### config.mk
export PLATFORM = sky130hd
export DESIGN_NAME = ddr3_cmd_guard
export DESIGN_NICKNAME = d
export VERILOG_FILES = /design/src/rtl/ddr3_guard_pkg.sv /design/src/rtl/ddr3_cmd_decode.sv /design/src/rtl/ddr3_bank_track.sv /design/src/rtl/ddr3_burst_track.sv /design/src/rtl/ddr3_zq_track.sv /design/src/rtl/ddr3_cmd_guard.sv
export SDC_FILE = /design/constraint.sdc
export NUM_CORES = 1
export LEC_CHECK = 0
export BUFFER_PORTS_ARGS = -buffer_cell sky130_fd_sc_hd__buf_4
export CAP_MARGIN = 20
export CORE_ASPECT_RATIO = 0.9
export CORE_UTILIZATION = 30
export CTS_CLUSTER_SIZE = 28
export DETAILED_ROUTE_END_ITERATION = 16
export GPL_TIMING_DRIVEN = 0
export PLACE_DENSITY = 0.55
export SLEW_MARGIN = 10
export SYNTH_ARGS = -nofsm -noshare
export SYNTH_HDL_FRONTEND = slang
export SYNTH_SLANG_ARGS = --single-unit
### constraint.sdc
create_clock -name clk -period 2.7 [get_ports clk]
set_clock_uncertainty 0.05 [all_clocks]
set_input_delay 0.54 -clock clk [delete_from_list [all_inputs] [get_ports clk]]
set_output_delay 0.54 -clock clk [all_outputs]
set_load 0.01 [all_outputs]
### src/rtl/ddr3_guard_pkg.sv
package ddr3_guard_pkg;

    typedef enum logic [3:0] {
        CMD_DES   = 4'd0,
        CMD_NOP   = 4'd1,
        CMD_ACT   = 4'd2,
        CMD_RD    = 4'd3,
        CMD_WR    = 4'd4,
        CMD_PRE   = 4'd5,
        CMD_ZQL   = 4'd6,
        CMD_ZQS   = 4'd7,
        CMD_OTHER = 4'd8
    } cmd_kind_e;

    typedef enum logic [2:0] {
        ERR_NONE     = 3'd0,
        ERR_ACT_OPEN = 3'd1,
        ERR_NO_ROW   = 3'd2,
        ERR_BURST    = 3'd3,
        ERR_ZQ_BUSY  = 3'd4
    } err_e;

    localparam int AP_BIT     = 10;
    localparam int CHOP_BIT   = 12;
    localparam int BL8_BEATS  = 8;
    localparam int BC4_BEATS  = 4;
    localparam int BL8_CLKS   = BL8_BEATS / 2;
    localparam int BC4_CLKS   = BC4_BEATS / 2;
    localparam int BURST_W    = $clog2(BL8_CLKS + 1);

    function automatic cmd_kind_e decode_pins(input logic cs_n, input logic ras_n,
                                              input logic cas_n, input logic we_n,
                                              input logic a10);
        cmd_kind_e k;
        if (cs_n) begin
            k = CMD_DES;
        end else begin
            case ({ras_n, cas_n, we_n})
                3'b111:  k = CMD_NOP;
                3'b011:  k = CMD_ACT;
                3'b101:  k = CMD_RD;
                3'b100:  k = CMD_WR;
                3'b010:  k = CMD_PRE;
                3'b110:  k = a10 ? CMD_ZQL : CMD_ZQS;
                default: k = CMD_OTHER;
            endcase
        end
        return k;
    endfunction

    function automatic logic is_access(input cmd_kind_e k);
        return (k == CMD_RD) || (k == CMD_WR);
    endfunction

    function automatic logic is_idle(input cmd_kind_e k);
        return (k == CMD_DES) || (k == CMD_NOP);
    endfunction

endpackage

### src/rtl/ddr3_cmd_decode.sv
module ddr3_cmd_decode
    import ddr3_guard_pkg::*;
(
    input  logic      cs_n,
    input  logic      ras_n,
    input  logic      cas_n,
    input  logic      we_n,
    input  logic      a10,
    input  logic      a12,
    input  logic      otf_en,
    input  logic      fixed_bc4,
    output cmd_kind_e kind,
    output logic      bc4,
    output logic      ap,
    output logic      pre_all,
    output logic [BURST_W-1:0] half_len
);

    logic access;

    always_comb begin
        kind     = decode_pins(cs_n, ras_n, cas_n, we_n, a10);
        access   = is_access(kind);
        bc4      = access && (otf_en ? !a12 : fixed_bc4);
        ap       = access && a10;
        pre_all  = (kind == CMD_PRE) && a10;
        half_len = bc4 ? BURST_W'(BC4_CLKS) : BURST_W'(BL8_CLKS);
    end

endmodule

### src/rtl/ddr3_bank_track.sv
module ddr3_bank_track #(
    parameter int NUM_BANKS = 8,
    parameter int BA_W      = $clog2(NUM_BANKS),
    parameter int LOAD_W    = 5
) (
    input  logic                 clk,
    input  logic                 rst,
    input  logic                 act_ok,
    input  logic                 pre_ok,
    input  logic                 pre_all,
    input  logic                 ap_ok,
    input  logic [BA_W-1:0]      bank,
    input  logic [LOAD_W-1:0]    ap_load,
    output logic [NUM_BANKS-1:0] open_vec
);

    for (genvar b = 0; b < NUM_BANKS; b++) begin : g_bank
        logic              sel;
        logic [LOAD_W-1:0] close_cnt;

        assign sel = (bank == BA_W'(b));

        always_ff @(posedge clk) begin
            if (rst) begin
                open_vec[b] <= 1'b0;
                close_cnt   <= '0;
            end else if (pre_ok && (pre_all || sel)) begin
                open_vec[b] <= 1'b0;
                close_cnt   <= '0;
            end else if (act_ok && sel) begin
                open_vec[b] <= 1'b1;
                close_cnt   <= '0;
            end else if (ap_ok && sel) begin
                close_cnt   <= ap_load;
            end else if (close_cnt == LOAD_W'(1)) begin
                open_vec[b] <= 1'b0;
                close_cnt   <= '0;
            end else if (close_cnt != '0) begin
                close_cnt   <= close_cnt - LOAD_W'(1);
            end
        end
    end

endmodule

### src/rtl/ddr3_burst_track.sv
module ddr3_burst_track
    import ddr3_guard_pkg::*;
(
    input  logic               clk,
    input  logic               rst,
    input  logic               rd_ok,
    input  logic [BURST_W-1:0] half_len,
    output logic               busy
);

    logic [BURST_W-1:0] left;

    always_ff @(posedge clk) begin
        if (rst) begin
            left <= '0;
        end else if (rd_ok) begin
            left <= half_len - BURST_W'(1);
        end else if (left != '0) begin
            left <= left - BURST_W'(1);
        end
    end

    assign busy = (left != '0);

endmodule

### src/rtl/ddr3_zq_track.sv
module ddr3_zq_track #(
    parameter int CNT_W = 12
) (
    input  logic             clk,
    input  logic             rst,
    input  logic             long_ok,
    input  logic             short_ok,
    input  logic [CNT_W-1:0] len_init,
    input  logic [CNT_W-1:0] len_oper,
    input  logic [CNT_W-1:0] len_short,
    output logic             busy
);

    logic             init_done;
    logic [CNT_W-1:0] left;

    always_ff @(posedge clk) begin
        if (rst) begin
            init_done <= 1'b0;
            left      <= '0;
        end else if (long_ok) begin
            init_done <= 1'b1;
            left      <= init_done ? len_oper : len_init;
        end else if (short_ok) begin
            left      <= len_short;
        end else if (left != '0) begin
            left      <= left - CNT_W'(1);
        end
    end

    assign busy = (left != '0);

endmodule

### src/rtl/ddr3_cmd_guard.sv
module ddr3_cmd_guard
    import ddr3_guard_pkg::*;
#(
    parameter int NUM_BANKS = 8,
    parameter int BA_W      = $clog2(NUM_BANKS),
    parameter int ADDR_W    = 16,
    parameter int ZQ_W      = 12,
    parameter int APD_W     = 4
) (
    input  logic                 clk,
    input  logic                 rst,
    input  logic                 cs_n,
    input  logic                 ras_n,
    input  logic                 cas_n,
    input  logic                 we_n,
    input  logic [BA_W-1:0]      ba,
    input  logic [ADDR_W-1:0]    addr,
    input  logic                 cfg_otf_en,
    input  logic                 cfg_fixed_bc4,
    input  logic [ZQ_W-1:0]      cfg_zq_init,
    input  logic [ZQ_W-1:0]      cfg_zq_oper,
    input  logic [ZQ_W-1:0]      cfg_zq_short,
    input  logic [APD_W-1:0]     cfg_ap_delay,
    output logic [3:0]           cmd_kind,
    output logic                 burst_bc4,
    output logic                 auto_pre,
    output logic                 err_valid,
    output logic [2:0]           err_code,
    output logic [NUM_BANKS-1:0] bank_open
);

    localparam int LOAD_W = ((APD_W > BURST_W) ? APD_W : BURST_W) + 1;

    logic [ADDR_W-1:0]  unused_addr;
    cmd_kind_e          kind;
    logic               bc4, ap, pre_all;
    logic [BURST_W-1:0] half_len;
    logic               zq_busy, rd_busy, bank_hit;
    err_e               err;
    logic               legal;
    logic [LOAD_W-1:0]  ap_load;

    assign unused_addr = addr;

    ddr3_cmd_decode i_decode (
        .cs_n      (cs_n),
        .ras_n     (ras_n),
        .cas_n     (cas_n),
        .we_n      (we_n),
        .a10       (addr[AP_BIT]),
        .a12       (addr[CHOP_BIT]),
        .otf_en    (cfg_otf_en),
        .fixed_bc4 (cfg_fixed_bc4),
        .kind      (kind),
        .bc4       (bc4),
        .ap        (ap),
        .pre_all   (pre_all),
        .half_len  (half_len)
    );

    assign bank_hit = bank_open[ba];

    always_comb begin
        err = ERR_NONE;
        if (!is_idle(kind)) begin
            if (zq_busy)
                err = ERR_ZQ_BUSY;
            else if (is_access(kind) && rd_busy)
                err = ERR_BURST;
            else if (is_access(kind) && !bank_hit)
                err = ERR_NO_ROW;
            else if ((kind == CMD_ACT) && bank_hit)
                err = ERR_ACT_OPEN;
        end
    end

    assign legal   = (err == ERR_NONE);
    assign ap_load = LOAD_W'(half_len) + LOAD_W'(cfg_ap_delay);

    ddr3_bank_track #(
        .NUM_BANKS (NUM_BANKS),
        .BA_W      (BA_W),
        .LOAD_W    (LOAD_W)
    ) i_banks (
        .clk      (clk),
        .rst      (rst),
        .act_ok   (legal && (kind == CMD_ACT)),
        .pre_ok   (legal && (kind == CMD_PRE)),
        .pre_all  (pre_all),
        .ap_ok    (legal && ap),
        .bank     (ba),
        .ap_load  (ap_load),
        .open_vec (bank_open)
    );

    ddr3_burst_track i_burst (
        .clk      (clk),
        .rst      (rst),
        .rd_ok    (legal && (kind == CMD_RD)),
        .half_len (half_len),
        .busy     (rd_busy)
    );

    ddr3_zq_track #(
        .CNT_W (ZQ_W)
    ) i_zq (
        .clk       (clk),
        .rst       (rst),
        .long_ok   (legal && (kind == CMD_ZQL)),
        .short_ok  (legal && (kind == CMD_ZQS)),
        .len_init  (cfg_zq_init),
        .len_oper  (cfg_zq_oper),
        .len_short (cfg_zq_short),
        .busy      (zq_busy)
    );

    always_ff @(posedge clk) begin
        if (rst) begin
            cmd_kind  <= CMD_DES;
            burst_bc4 <= 1'b0;
            auto_pre  <= 1'b0;
            err_valid <= 1'b0;
            err_code  <= ERR_NONE;
        end else begin
            cmd_kind  <= kind;
            burst_bc4 <= bc4;
            auto_pre  <= ap;
            err_valid <= !legal;
            err_code  <= err;
        end
    end

endmodule

# After elaboration in Yosys (flattened, before gate mapping)
# Index checks and enable logic that the tools add are counted.
dict set report totals {
  output_inout_bits 18
  word_cells 243
  register_bits 74
}
dict set report op_classes {
  n_lt_le_gt_ge 1
  reduce_logical 104
  n_addsub 12
  n_mux 66
  n_eq_ne 36
}
# operator n
set ops {}
lappend ops {{$mux W5} 24}
lappend ops {{$mux W12} 4}
lappend ops {{$eq A5 B1 Y1 const B} 8}
lappend ops {{$reduce_bool A5 Y1} 8}
lappend ops {{$sub A5 B1 Y5 const B} 8}
lappend ops {{$logic_and A1 B1 Y1} 36}
lappend ops {{$reduce_bool A3 Y1} 10}
lappend ops {{$mux W1} 28}
lappend ops {{$eq A3 B3 Y1 const B} 8}
lappend ops {{$pmux W4 S6} 1}
lappend ops {{$reduce_or A3 Y1} 8}
lappend ops {{$reduce_bool A2 Y1} 9}
lappend ops {{$eq A4 B3 Y1 const B} 4}
lappend ops {{$ne A2 B1 Y1 const B} 8}
lappend ops {{$reduce_and A2 Y1} 8}
lappend ops {{$reduce_or A2 Y1} 8}
lappend ops {{$mux W3} 5}
lappend ops {{$eq A3 B2 Y1 const B} 4}
lappend ops {{$reduce_bool A12 Y1} 1}
lappend ops {{$sub A12 B1 Y12 const B} 1}
lappend ops {{$logic_or A1 B1 Y1} 10}
lappend ops {{$eq A4 B2 Y1 const B} 2}
lappend ops {{$logic_not A3 Y1} 2}
lappend ops {{$sub A3 B1 Y3 const B} 2}
lappend ops {{9 further kinds} 12}

# Depth between registers and ports, before layout
dict set report logic_depth {
  word_depth 15
  depth_mapped 13
  ltp_nobuf 12
}

# Modules after synthesis
# From an unflattened synthesis, not the netlist that was laid out.
dict set report hier_totals {
  hier_cells 644
  area_unflattened_um2 5116.2
}
# module seq_area_each_um2 cells_per_inst area_per_inst_um2 n_inst
set modules_own_cells {}
lappend modules_own_cells {ddr3_bank_track 960.9 433 3299.4 1}
lappend modules_own_cells {ddr3_zq_track 260.2 117 962.2 1}
lappend modules_own_cells {ddr3_cmd_guard 200.2 57 570.5 1}
lappend modules_own_cells {ddr3_burst_track 60.1 15 158.9 1}
lappend modules_own_cells {ddr3_cmd_decode 0.0 22 125.1 1}

# Worst setup path after synthesis
# No wires, ideal clock.
dict set report synth_path {
  kind {input -> register}
  from {in ba[1]}
  to {reg i_burst.left[2]}
  required_ps 2593
  setup_time_ps 57
  stages 12
  path_buffers 3
  path_slack_ps -214
  arrival_time_ps 2807
  path_cell_list {buf_2 -> mux2i_1 -> and2_1 -> clkbuf_1 -> or3_1 -> buf_2 -> nor3_1 -> nor2_1 -> ha_1 -> or3_1 -> a211oi_1 -> or3_1}
}
dict set report synth_via {
  elab_chain_len 11
  word_cells_on_any_way 14
  classes_between {mux: 8; reduce/logical: 6}
}
# element line_no
set synth_rtl {}
lappend synth_rtl {{from (decl)} ddr3_cmd_guard.sv:16} ;# input logic [BA_W-1:0] ba,
lappend synth_rtl {{$bmux W1 S3 (*)} ddr3_cmd_guard.sv:61} ;# assign bank_hit = bank_open[ba];
lappend synth_rtl {{$mux W1 (not written as such) (*)} ddr3_cmd_guard.sv:61}
lappend synth_rtl {{$logic_and A1 B1 Y1 or $logic_not A1 Y1 (tied branches)} {ddr3_cmd_guard.sv:72, ddr3_cmd_guard.sv:70}}
lappend synth_rtl {{$mux W1 or $logic_and A1 B1 Y1 (tied branches)} {ddr3_cmd_guard.sv:72, ddr3_cmd_guard.sv:70}}
lappend synth_rtl {{$mux W2 (*)} ddr3_cmd_guard.sv:70} ;# else if (is_access(kind) && !bank_hit)
lappend synth_rtl {{$mux W2 (*)} ddr3_cmd_guard.sv:68} ;# else if (is_access(kind) && rd_busy)
lappend synth_rtl {{$mux W3 (*)} ddr3_cmd_guard.sv:66} ;# if (zq_busy)
lappend synth_rtl {{$mux W3 (*)} ddr3_cmd_guard.sv:65} ;# if (!is_idle(kind)) begin
lappend synth_rtl {{$logic_not A3 Y1 (*)} ddr3_cmd_guard.sv:77} ;# assign legal = (err == ERR_NONE);
lappend synth_rtl {{$logic_and A1 B1 Y1 (*)} ddr3_cmd_guard.sv:99} ;# .rd_ok (legal && (kind == CMD_RD)),
lappend synth_rtl {{$mux W3 or $reduce_bool A2 Y1 (tied branches)} --}
lappend synth_rtl {{to (signal assigned)} ddr3_burst_track.sv:17} ;# left <= half_len - BURST_W'(1);
lappend synth_rtl {{to (signal assigned)} ddr3_burst_track.sv:19} ;# left <= left - BURST_W'(1);
lappend synth_rtl {{to (decl)} ddr3_burst_track.sv:11} ;# logic [BURST_W-1:0] left;
# Every way passes the cells marked *; elsewhere a longest branch is shown, timed or not. The select of a mux whose other input is x is not followed.
# A chain may end at the register's enable or synchronous reset.

# Final worst setup path
dict set report layout_path {
  from {in ba[2]}
  to {reg i_burst.left[2]}
}
# Same word-level chain as after synthesis.

==> results.sh <==
export IMPL_status="finished clean"
export IMPL_clock_sinks=74
export IMPL_cp_end_kind="register"
export IMPL_die_y_um=122
export IMPL_synth_area_leaders="dfxtp_1, a21oi_1, ha_1"
export IMPL_pwr_share_comb_pct=46.9
export IMPL_num_fill_cells=1641
export IMPL_fp_row_count=43
export IMPL_synth_distinct_cells=55
export IMPL_grt_pass1_wl_um=23700
export IMPL_synth_seq_area_share_pct=31.0
export IMPL_setup_violations=0
export IMPL_antenna_found_initial=0
export IMPL_async_flop_share_pct=0
export IMPL_die_area_mm2=0.0165
export IMPL_area_delta_synth_final_pct=24.2
export IMPL_relSlewSlack_pct=31.1
export IMPL_cts_root_buf="clkbuf_16"
export IMPL_die_x_um=135
export IMPL_arrival_ps=2900
export IMPL_switchingPower_mw=2.01
export IMPL_cts_buffer_depth=2
export IMPL_final_cell_mix="buf_4, dfxtp_1, a21oi_1, nor3_1, nor2_1"
export IMPL_core_mm2=0.0155
export IMPL_rsz0062_at_grt="yes"
export IMPL_grt_start_max_net_pins=11
export IMPL_drtIter0Drc=309
export IMPL_finalSetupTns_ps=0
export IMPL_h_tree_depth=3
export IMPL_post_drt_wl_per_cell_um=16.2
export IMPL_p_per_area_mw_per_mm2=855
export IMPL_finalMaxSlewViolations=0
export IMPL_cts_tree="built"
export IMPL_numCtsBuffers=9
export IMPL_synth_enable_flop_cells=0
export IMPL_max_freq_mhz=376
export IMPL_drt_total_wl_um=14500
export IMPL_crit_required_ps=2940
export IMPL_hold_viol=0
export IMPL_portBuffers=65
export IMPL_synth_avg_cell_area_um2=7.87
export IMPL_vias_per_cell=5.41
export IMPL_post_route_period_util_pct=98.6
export IMPL_setup_ws_ps=38.9
export IMPL_p_sw_share_pct=39.6
export IMPL_first_global_vias=4784
export IMPL_seqCellArea_mm2=0.00148
export IMPL_multi_input_area_mm2=0.00308
export IMPL_yosysWarningCount=0
export IMPL_crit_type="in -> reg"
export IMPL_start_util_pct=30.9
export IMPL_drc_errors=0
export IMPL_worstHoldPathType="in -> reg"
export IMPL_synth_top_area_share_pct=31.0
export IMPL_cap_violations=0
export IMPL_routabilityCongestion=0.879
export IMPL_dr_pass1_iters=5
export IMPL_place_hpwl_um=10600
export IMPL_cp_start_kind="input pin"
export IMPL_final_common_cell="buf_4"
export IMPL_dr_total_vias=4845
export IMPL_overflow=0
export IMPL_p_int_mw=3.07
export IMPL_max_slew_worst_pin_slew_ps=1030
export IMPL_synth_cells=608
export IMPL_worstSkewPairLatency_ps=340
export IMPL_yosysTopAreaCell="dfxtp_1"
export IMPL_diodes=0
export IMPL_pre_cts_slack_ps=-650
export IMPL_p_leak_nw=2.23
export IMPL_fin_nets=780
export IMPL_syn_area_mm2=0.00478
export IMPL_synth_flop_cell="dfxtp_1"
export IMPL_drtAntennaViolNets=0
export IMPL_seqPwrFrac_pct=32.5
export IMPL_layout_drive_gt1_share_pct=18.0
export IMPL_critPathMaxFanout=10
export IMPL_synth_seq_cells=74
export IMPL_synthesis_nets=696
export IMPL_ios=85
export IMPL_power_share_clock_pct=20.6
export IMPL_ir_drop_v=0.000379
export IMPL_clk_transition_reported_paths_ps=60
export IMPL_gr_usage_all_layers_pct=18.5
export IMPL_fin_crit_ps=2660
==> cells in the mapped netlist (3+ instances only) <==
master / instances
a211oi_1: 32
a21boi_0: 3
a21boi_1: 5
a21oi_1: 50
a31oi_1: 18
and2_1: 3
and4_1: 3
buf_1: 8
buf_2: 6
buf_4: 3
clkbuf_1: 16
dfxtp_1: 74
ha_1: 20
inv_1: 32
mux2i_1: 24
nand2_1: 28
nand2_2: 6
nand2b_1: 11
nand3_1: 30
nand3b_1: 3
nand4_1: 4
nor2_1: 40
nor2b_1: 8
nor3_1: 47
nor3b_1: 3
nor4_1: 12
nor4b_1: 6
o211ai_1: 3
o21a_1: 9
o21ai_0: 36
o31ai_1: 6
or2_2: 4
or3_1: 9
xnor2_1: 11
xor2_1: 8
==> critical path, stage by stage <==
cell      delay, ps
buf_4           140
buf_4           160
nand4b_1        200
o31ai_4         110
buf_4           180
or3_4           370
buf_12          160
nor3_2          110
nor2_1           70
ha_2            180
or3_1           330
a211oi_2        210
or3_1           130
==> power groups by stage <==
| stage | Clock (mW) | Combinational (mW) | Sequential [mW] |
|---|---|---|---|
| 2_1_floorplan | 0 | 1.80 | 1.62 |
| 3_3_place_gp | 0 | 2.25 | 1.66 |
| 3_5_place_dp | 0 | 2.33 | 1.67 |
| 4_1_cts | 1.07 | 2.35 | 1.65 |
| 5_1_grt | 1.11 | 2.70 | 1.70 |
| 6_report | 1.05 | 2.38 | 1.65 |
==> flip-flops by register name, summed over array words and instances (netlist names) <==
register                  flops
err_code                      3
i_zq.init_done                1
i_zq.left                    12
i_banks.g_bank.close_cnt     40
i_banks.open_vec              8
err_valid                     1
i_burst.left                  3
auto_pre                      1
cmd_kind                      4
burst_bc4                     1
==> metrics by stage <==
stage | hold WS (ps) | total power [mW] | cells | cell area (um2) | utilization [%]
final | 367 | 5.08 | 896 | 5940 | 38.3
after global routing | 383 | 5.50 | 896 | 5940 | 38.3
after CTS | 354 | 5.07 | 890 | 5850 | 37.8
after detailed placement | 436 | 4.00 | 875 | 5580 | 36.0
after global placement | 436 | 3.90 | 875 | 5580 | 36.0
after floorplan | 413 | 3.42 | 608 | 4840 | -
==> cell type report <==
type,instances,share of cell area (%)
inverters,33,2.09
well taps,202,4.26
multi-input cells,466,51.9
flip-flops and latches,74,24.9
clock buffers,12,3.98
plain buffers,35,3.48
repair buffers,73,9.23
clock inverters,1,0.0843
==> path summary, 6_finish.rpt <==
kind                  startpoint         endpoint  slack, ps  cells after the start
min                         cs_n      cmd_kind[0]        370                      2
max                        ba[2]  i_burst.left[2]         40                     13
min reg2reg      i_burst.left[0]  i_burst.left[0]        450                      1
max reg2reg  i_banks.open_vec[2]  i_burst.left[2]         60                     11
==> logic make-up after synthesis <==
group                      after synthesis  share of synthesized area (%)
muxes                                   26                           5.49
adders and majority gates               21                           5.65
AOI/OAI and AO/OA                      174                           23.3
DFF                                     74                           31.0
buffers and inverters                   68                           6.04
xor gates and xnor gates                19                           3.48
and+or+nand+nor                        226                           25.1
==> metal layers <==
layer / vias up / wire [um] / global-route usage, %
met5: - / 0 / 0
met3: 17 / 994 / 4.20
met1: 2255 / 6740 / 23.8
met4: 0 / 194 / 5.90
li1: 2393 / - / -
met2: 180 / 6580 / 30.4
==> timing repair <==
item | CTS | global route
gates cloned | 0 | 0
hold buffers | 0 | 0
endpoints found under the setup margin | 17 | 41
gates resized for setup | 2 | 15
pin swaps | 1 | 4
setup buffers | 2 | 6
(Power assumes the default switching activity.)
